### src/rtl/sb_pkg.sv
// Shared definitions for the issue scoreboard.
// Assumes exactly four functional units, addressed by a 2-bit code.
package sb_pkg;
    localparam int N_UNITS = 4;

    typedef enum logic [1:0] {
        UNIT_INT = 2'd0,
        UNIT_ADD = 2'd1,
        UNIT_MUL = 2'd2,
        UNIT_DIV = 2'd3
    } unit_e;

    // Largest of four latencies, used to size reservation vectors.
    function automatic int max_lat(input int a, input int b, input int c, input int d);
        int m;
        m = a;
        if (b > m) m = b;
        if (c > m) m = c;
        if (d > m) m = d;
        return m;
    endfunction
endpackage

### src/rtl/sb_unit_pipe.sv
// Tag pipeline of one functional unit: carries occupancy, write flag and
// destination through LAT stages. Reports write-back from the last stage and a
// vector marking how many cycles remain before each tagged result leaves.
// Assumes LAT >= 1 and LAT <= MAXL. An unpipelined unit is busy while occupied.
module sb_unit_pipe #(
    parameter int LAT       = 1,
    parameter bit PIPELINED = 1'b1,
    parameter int REG_W     = 5,
    parameter int MAXL      = 4
) (
    input  logic             clk,
    input  logic             rst_n,
    input  logic             accept,
    input  logic             acc_we,
    input  logic [REG_W-1:0] acc_dst,
    output logic             busy,
    output logic             wb_req,
    output logic [REG_W-1:0] wb_dst,
    output logic [MAXL:0]    remain
);
    logic [LAT-1:0]   occ_q;
    logic [LAT-1:0]   we_q;
    logic [REG_W-1:0] dst_q [LAT];

    // Shift occupancy and write flags one stage per cycle.
    always_ff @(posedge clk) begin
        if (!rst_n) begin
            occ_q <= '0;
            we_q  <= '0;
        end else begin
            occ_q[0] <= accept;
            we_q[0]  <= accept & acc_we;
            for (int s = 1; s < LAT; s++) begin
                occ_q[s] <= occ_q[s-1];
                we_q[s]  <= we_q[s-1];
            end
        end
    end

    // Shift destination tags alongside the flags (data, no reset needed).
    always_ff @(posedge clk) begin
        dst_q[0] <= acc_dst;
        for (int s = 1; s < LAT; s++) dst_q[s] <= dst_q[s-1];
    end

    // Mark each tagged result by the cycles left until it leaves the unit.
    always_comb begin
        remain = '0;
        for (int s = 0; s < LAT; s++)
            if (occ_q[s] && we_q[s]) remain[LAT-1-s] = 1'b1;
    end

    assign wb_req = occ_q[LAT-1] & we_q[LAT-1];
    assign wb_dst = dst_q[LAT-1];

    generate
        if (PIPELINED) begin : g_piped
            assign busy = 1'b0;
        end else begin : g_unpiped
            assign busy = |occ_q;


            unpiped_single_chk: assert property (@(posedge clk) disable iff (!rst_n)
                $countones(occ_q) <= 1);

            unpiped_accept_chk: assert property (@(posedge clk) disable iff (!rst_n)
                busy |-> !accept);
        end
    endgenerate
endmodule

### src/rtl/sb_pending_regs.sv
// Write-pending flags, one per register. Write-back clears and issue sets; a
// set wins over a clear of the same register. Lookups see this cycle's clear.
// Assumes at most one set and one clear per cycle.
module sb_pending_regs #(
    parameter int NREG  = 32,
    parameter int REG_W = 5
) (
    input  logic             clk,
    input  logic             rst_n,
    input  logic             set_v,
    input  logic [REG_W-1:0] set_r,
    input  logic             clr_v,
    input  logic [REG_W-1:0] clr_r,
    input  logic [REG_W-1:0] look_a,
    input  logic [REG_W-1:0] look_b,
    input  logic [REG_W-1:0] look_d,
    output logic             hit_a,
    output logic             hit_b,
    output logic             hit_d,
    output logic [NREG-1:0]  pend_q
);
    logic [NREG-1:0] clr_mask;
    logic [NREG-1:0] set_mask;
    logic [NREG-1:0] pend_eff;

    // Decode set and clear requests into register masks.
    always_comb begin
        clr_mask = '0;
        set_mask = '0;
        if (clr_v) clr_mask[clr_r] = 1'b1;
        if (set_v) set_mask[set_r] = 1'b1;
    end

    assign pend_eff = pend_q & ~clr_mask;
    assign hit_a    = pend_eff[look_a];
    assign hit_b    = pend_eff[look_b];
    assign hit_d    = pend_eff[look_d];

    // Update the pending flags.
    always_ff @(posedge clk) begin
        if (!rst_n) pend_q <= '0;
        else        pend_q <= pend_eff | set_mask;
    end


    pend_set_chk: assert property (@(posedge clk) disable iff (!rst_n)
        set_v |=> pend_q[$past(set_r)]);

    pend_clr_chk: assert property (@(posedge clk) disable iff (!rst_n)
        (clr_v && !(set_v && set_r == clr_r)) |=> !pend_q[$past(clr_r)]);
endmodule

### src/rtl/sb_issue_check.sv
// Combinational dispatch decision: unit availability, RAW, WAW and write-back
// port reservation. Assumes the pending hits already include this cycle's clear.
module sb_issue_check #(
    parameter int L_INT = 1,
    parameter int L_ADD = 1,
    parameter int L_MUL = 3,
    parameter int L_DIV = 4,
    parameter int MAXL  = 4
) (
    input  logic                        req_v,
    input  sb_pkg::unit_e               unit,
    input  logic                        has_dst,
    input  logic                        hit_a,
    input  logic                        hit_b,
    input  logic                        hit_d,
    input  logic [sb_pkg::N_UNITS-1:0]  busy,
    input  logic [MAXL:0]               resv,
    output logic                        grant
);
    logic port_clash;
    logic hazard;

    // Look up whether the write-back slot of the requested unit is taken.
    always_comb begin
        unique case (unit)
            sb_pkg::UNIT_INT: port_clash = resv[L_INT];
            sb_pkg::UNIT_ADD: port_clash = resv[L_ADD];
            sb_pkg::UNIT_MUL: port_clash = resv[L_MUL];
            default:          port_clash = resv[L_DIV];
        endcase
    end

    // Combine all reasons to hold the instruction back.
    always_comb begin
        hazard = busy[unit] | hit_a | hit_b;
        if (has_dst) hazard = hazard | hit_d | port_clash;
    end

    assign grant = req_v & ~hazard;
endmodule

### src/rtl/issue_scoreboard.sv
// In-order issue scoreboard for four functional units of fixed latency.
// Grants the waiting instruction when its unit is free, its sources and
// destination are not pending and its result slot on the single write-back
// port is free. Assumes operands are captured at dispatch (no WAR check) and
// that the issuing stage holds its request until granted.
module issue_scoreboard #(
    parameter int       NUM_REGS  = 32,
    parameter int       LAT_INT   = 1,
    parameter int       LAT_ADD   = 1,
    parameter int       LAT_MUL   = 3,
    parameter int       LAT_DIV   = 4,
    parameter bit [3:0] PIPE_MASK = 4'b0111,
    localparam int      REG_W     = $clog2(NUM_REGS)
) (
    input  logic             clk,
    input  logic             rst_n,
    input  logic             iss_valid,
    input  logic [1:0]       iss_unit,
    input  logic             iss_has_dst,
    input  logic [REG_W-1:0] iss_dst,
    input  logic [REG_W-1:0] iss_src_a,
    input  logic [REG_W-1:0] iss_src_b,
    output logic             iss_grant,
    output logic [3:0]       unit_busy,
    output logic             wb_valid,
    output logic [REG_W-1:0] wb_dst
);
    import sb_pkg::*;

    localparam int MAXL = max_lat(LAT_INT, LAT_ADD, LAT_MUL, LAT_DIV);

    function automatic int lat_of(input int u);
        case (u)
            0:       return LAT_INT;
            1:       return LAT_ADD;
            2:       return LAT_MUL;
            default: return LAT_DIV;
        endcase
    endfunction

    logic [N_UNITS-1:0]            u_busy;
    logic [N_UNITS-1:0]            u_wb;
    logic [N_UNITS-1:0][REG_W-1:0] u_dst;
    logic [N_UNITS-1:0][MAXL:0]    u_remain;
    logic [MAXL:0]                 resv;
    logic                          hit_a, hit_b, hit_d;
    logic [NUM_REGS-1:0]           pend_q;

    generate
        for (genvar u = 0; u < N_UNITS; u++) begin : g_unit
            sb_unit_pipe #(
                .LAT       (lat_of(u)),
                .PIPELINED (PIPE_MASK[u]),
                .REG_W     (REG_W),
                .MAXL      (MAXL)
            ) i_pipe (
                .clk     (clk),
                .rst_n   (rst_n),
                .accept  (iss_grant && iss_unit == 2'(u)),
                .acc_we  (iss_has_dst),
                .acc_dst (iss_dst),
                .busy    (u_busy[u]),
                .wb_req  (u_wb[u]),
                .wb_dst  (u_dst[u]),
                .remain  (u_remain[u])
            );
        end
    endgenerate

    // Merge unit reservations and select the unit that owns the port.
    always_comb begin
        resv   = '0;
        wb_dst = '0;
        for (int u = 0; u < N_UNITS; u++) begin
            resv = resv | u_remain[u];
            if (u_wb[u]) wb_dst = wb_dst | u_dst[u];
        end
    end

    assign wb_valid  = |u_wb;
    assign unit_busy = u_busy;

    sb_pending_regs #(
        .NREG  (NUM_REGS),
        .REG_W (REG_W)
    ) i_pend (
        .clk    (clk),
        .rst_n  (rst_n),
        .set_v  (iss_grant & iss_has_dst),
        .set_r  (iss_dst),
        .clr_v  (wb_valid),
        .clr_r  (wb_dst),
        .look_a (iss_src_a),
        .look_b (iss_src_b),
        .look_d (iss_dst),
        .hit_a  (hit_a),
        .hit_b  (hit_b),
        .hit_d  (hit_d),
        .pend_q (pend_q)
    );

    sb_issue_check #(
        .L_INT (LAT_INT),
        .L_ADD (LAT_ADD),
        .L_MUL (LAT_MUL),
        .L_DIV (LAT_DIV),
        .MAXL  (MAXL)
    ) i_check (
        .req_v   (iss_valid),
        .unit    (unit_e'(iss_unit)),
        .has_dst (iss_has_dst),
        .hit_a   (hit_a),
        .hit_b   (hit_b),
        .hit_d   (hit_d),
        .busy    (u_busy),
        .resv    (resv),
        .grant   (iss_grant)
    );


    wb_onehot_chk: assert property (@(posedge clk) disable iff (!rst_n)
        $onehot0(u_wb));

    wb_pending_chk: assert property (@(posedge clk) disable iff (!rst_n)
        wb_valid |-> pend_q[wb_dst]);
endmodule

### config.mk
export PLATFORM = sky130hd
export DESIGN_NAME = issue_scoreboard
export DESIGN_NICKNAME = d
export VERILOG_FILES = /design/src/rtl/sb_pkg.sv /design/src/rtl/sb_unit_pipe.sv /design/src/rtl/sb_pending_regs.sv /design/src/rtl/sb_issue_check.sv /design/src/rtl/issue_scoreboard.sv
export SDC_FILE = /design/constraint.sdc
export NUM_CORES = 1
export LEC_CHECK = 0
export ABC_AREA = 1
export BUFFER_PORTS_ARGS = -buffer_cell sky130_fd_sc_hd__buf_2
export CAP_MARGIN = 5
export CORE_UTILIZATION = 49
export DETAILED_ROUTE_END_ITERATION = 7
export GPL_TIMING_DRIVEN = 0
export PLACE_DENSITY = 0.67
export SLEW_MARGIN = 40
export SYNTH_ARGS = -nofsm -noshare
export SYNTH_HDL_FRONTEND = slang
export SYNTH_SLANG_ARGS = --single-unit
### constraint.sdc
create_clock -name clk -period 3.8 [get_ports clk]
set_clock_uncertainty 0.1 [all_clocks]
set_input_delay 0.38 -clock clk [delete_from_list [all_inputs] [get_ports clk]]
set_output_delay 0.38 -clock clk [all_outputs]
set_load 0.01 [all_outputs]
==> impl_metrics.env <==
export IMPL_status="complete, but fails checks"
export IMPL_violations="design-rule violations"
export IMPL_ys_async_sr_fraction_pct=0
export IMPL_netlist_instances=596
export IMPL_core_rowCount=31
export IMPL_irDropWorstVdd_uv=267
export IMPL_setup_viol=0
export IMPL_coreArea_um2=7370
export IMPL_syn_avg_cell_area_um2=6.38
export IMPL_firstDrtPassIters=7
export IMPL_tns_ns=0
export IMPL_synth_seq_area_share_pct=36.9
export IMPL_holdPathStages=1
export IMPL_cap_violations=0
export IMPL_finalHoldViolCount=0
export IMPL_cts_root_buf="clkbuf_8"
export IMPL_wirelength_mm=11.8
export IMPL_antenna_found_initial=0
export IMPL_dieWidth_um=90.1
export IMPL_clk_pin_slew_ns=0.08
export IMPL_crit_slowest_cell="nor2_2"
export IMPL_vias=4245
export IMPL_crit_top_cell="nand2_1"
export IMPL_ys_flop_type="dfxtp_1"
export IMPL_boundaryPins=32
export IMPL_grt_pass1_vias=3872
export IMPL_min_path_type="in -> reg"
export IMPL_rsz0062_at_grt="false"
export IMPL_p_per_area_nw_per_um2=362
export IMPL_post_cts_buffers=0
export IMPL_leakage_nw=1.95
export IMPL_final_setup_worst_slack_ns=0.298
export IMPL_synthTopCellsByArea="dfxtp_1 (37%), nand2_1 (17%), nand3_1 (15%)"
export IMPL_holdWs_ns=0.0816
export IMPL_relSlewSlack_pct=51.4
export IMPL_synth_top_area_cell="dfxtp_1"
export IMPL_postCtsHoldBufs=0
export IMPL_io_buffers=23
export IMPL_cts_resized=0
export IMPL_grt_pass1_wl_mm=18.9
export IMPL_pre_cts_slack_ns=0.589
export IMPL_crit_required_ns=3.32
export IMPL_grt_overflow=0
export IMPL_clk_latency_ns=0.35
export IMPL_dpl_cell_count=720
export IMPL_fin_crit_sh_pct=92.2
export IMPL_via_per_inst=5.77
export IMPL_cts_tree="done"
export IMPL_final_cells=736
export IMPL_path_class="reg -> out"
export IMPL_crit_chain="nand2_1, nand2_2, nand2_1, nand2_2, nor2_2, nand3_1, nand2_1, nand2_1, nand3_1, nand2_1, nand2_1, nand3_1, nand3b_1, nand2_1, nor2_4, nand2_2, inv_2, buf_2"
export IMPL_rrSetupSlack_ns=0.85
export IMPL_final_nets=653
export IMPL_syn2layout_area_growth_pct=12.1
export IMPL_synth_most_common_cell="nand2_1"
export IMPL_slowest_delay_ns=0.40
export IMPL_grtUsageTotal_pct=29.7
export IMPL_grt_start_max_net_pins=14
export IMPL_crit_fanout=9
export IMPL_synth_common_cells="nand2_1 (170), nand3_1 (111), dfxtp_1 (70)"
export IMPL_drt_iter0_markers=459
export IMPL_clock_sinks=70
export IMPL_syn_cell_area_um2=3800
export IMPL_clock_path_buffers=2
export IMPL_die_area_um2=8110
export IMPL_cts_buffers=9
export IMPL_fmax_mhz=286
export IMPL_worstSetupStartpointType="flop"
export IMPL_synth_top_area_share_pct=36.9
export IMPL_drtAntennaViolNets=0
export IMPL_drc=2
export IMPL_slew_violations=0
export IMPL_initial_core_util_pct=51.6
export IMPL_wl_per_cell_um=16.0
export IMPL_die_h_um=90.1
export IMPL_synth_cell_types=28
export IMPL_final_core_util_pct=57.8
export IMPL_max_slew_worst_pin_slew_ns=0.727
export IMPL_end_kind="primary output"
export IMPL_yosys_warnings=0
export IMPL_r2r_cells=15
export IMPL_drive_above_1_share_pct=11.8
export IMPL_synth_edff_count=0
export IMPL_crit_arrival_ns=3.02
export IMPL_layout_min_cycle_time_ns=3.50
export IMPL_antennaDiodeCount=0
export IMPL_htree_num_levels=3
export IMPL_ys_ff_latch=70
export IMPL_hpwl_mm=8.79
export IMPL_place_congestion=0.937
## logic make-up (layout without fill, tap and decap cells)
| family | after synthesis | count (layout) | synth area share (%) |
|---|---|---|---|
| buffers and inverters | 76 | 115 | 8.62 |
| AO/OA/AOI/OAI | 51 | 51 | 7.27 |
| other | 1 | 3 | 0.0987 |
| AND/OR/NAND/NOR | 398 | 398 | 47.1 |
| flip-flops | 70 | 70 | 36.9 |
## sequential cells by signal, summed over array words and instances, names as in the netlist
register	cells
g_unit.i_pipe.occ_q	9
g_unit.i_pipe.we_q	9
g_unit.i_pipe.dst_q	20
i_pend.pend_q	32
## placed cells by master, fill, tap and decap left out, drive strengths merged
master,netlist,layout
a32o,1,1
nor4,1,1
clkbuf,11,21
buf,18,41
a22o,1,1
o21ai,10,10
a21oi,38,38
nor2,61,61
or4,1,1
bufinv,0,1
clkinv,3,6
nand2,177,177
and2,1,1
dfxtp,70,70
nand3b,2,2
a31oi,1,1
conb,1,3
inv,44,46
nand4,34,34
nand3,112,112
nor3,9,9
## critical path, delay by kind of cell (launching register included)
| kind | cells | cell delay, ns |
|---|---|---|
| flops | 1 | 0.31 |
| buf+inv | 2 | 0.21 |
| simple gates | 16 | 2.17 |
## cell type report
class,instances,area [um2]
timing repair buffer,23,115
clock buffer,10,128
buffer,29,151
multi-input combinational,452,2090
tap,99,124
clock inverter,6,70.1
fill,757,3110
sequential,70,1400
inverter,47,176
## worst paths after layout
check	endpoint	startpoint
worst max-delay path	iss_grant	g_unit[0].i_pipe.occ_q
worst min-delay path	g_unit[1].i_pipe.dst_q[0][0]	iss_dst[0]
worst max register to register	i_pend.pend_q[20]	g_unit[0].i_pipe.occ_q
worst min register to register	g_unit[3].i_pipe.dst_q[2][4]	g_unit[2].i_pipe.dst_q[0][9]
## metrics by stage
step | area, um2 | total power (W)
2_1_floorplan | 3810 | 0.000882
3_3_place_gp | 4050 | 0.000934
3_5_place_dp | 4050 | 0.000937
4_1_cts | 4250 | 0.00155
5_1_grt | 4260 | 0.00160
6_report | 4260 | 0.00154
## power breakdown
| part | internal [W] | total, W | switching (W) |
|---|---|---|---|
| registers | 0.000748 | 0.000754 | 0.00000647 |
| clock network | 0.000309 | 0.000615 | 0.000306 |
| logic | 0.0000490 | 0.000173 | 0.000124 |
| total | 0.00111 | 0.00154 | 0.000436 |
## per-layer routing
metal  vias up  global-route usage [%]  part of all wire [%]
li1       2055                       -                     -
met1      1939                    39.4                    42
met2       209                    45.4                    44
met3        42                    6.68                   9.7
met4         0                    14.4                   4.6
met5         -                       0                     0
Note: power is estimated with default switching activity, not from simulation.
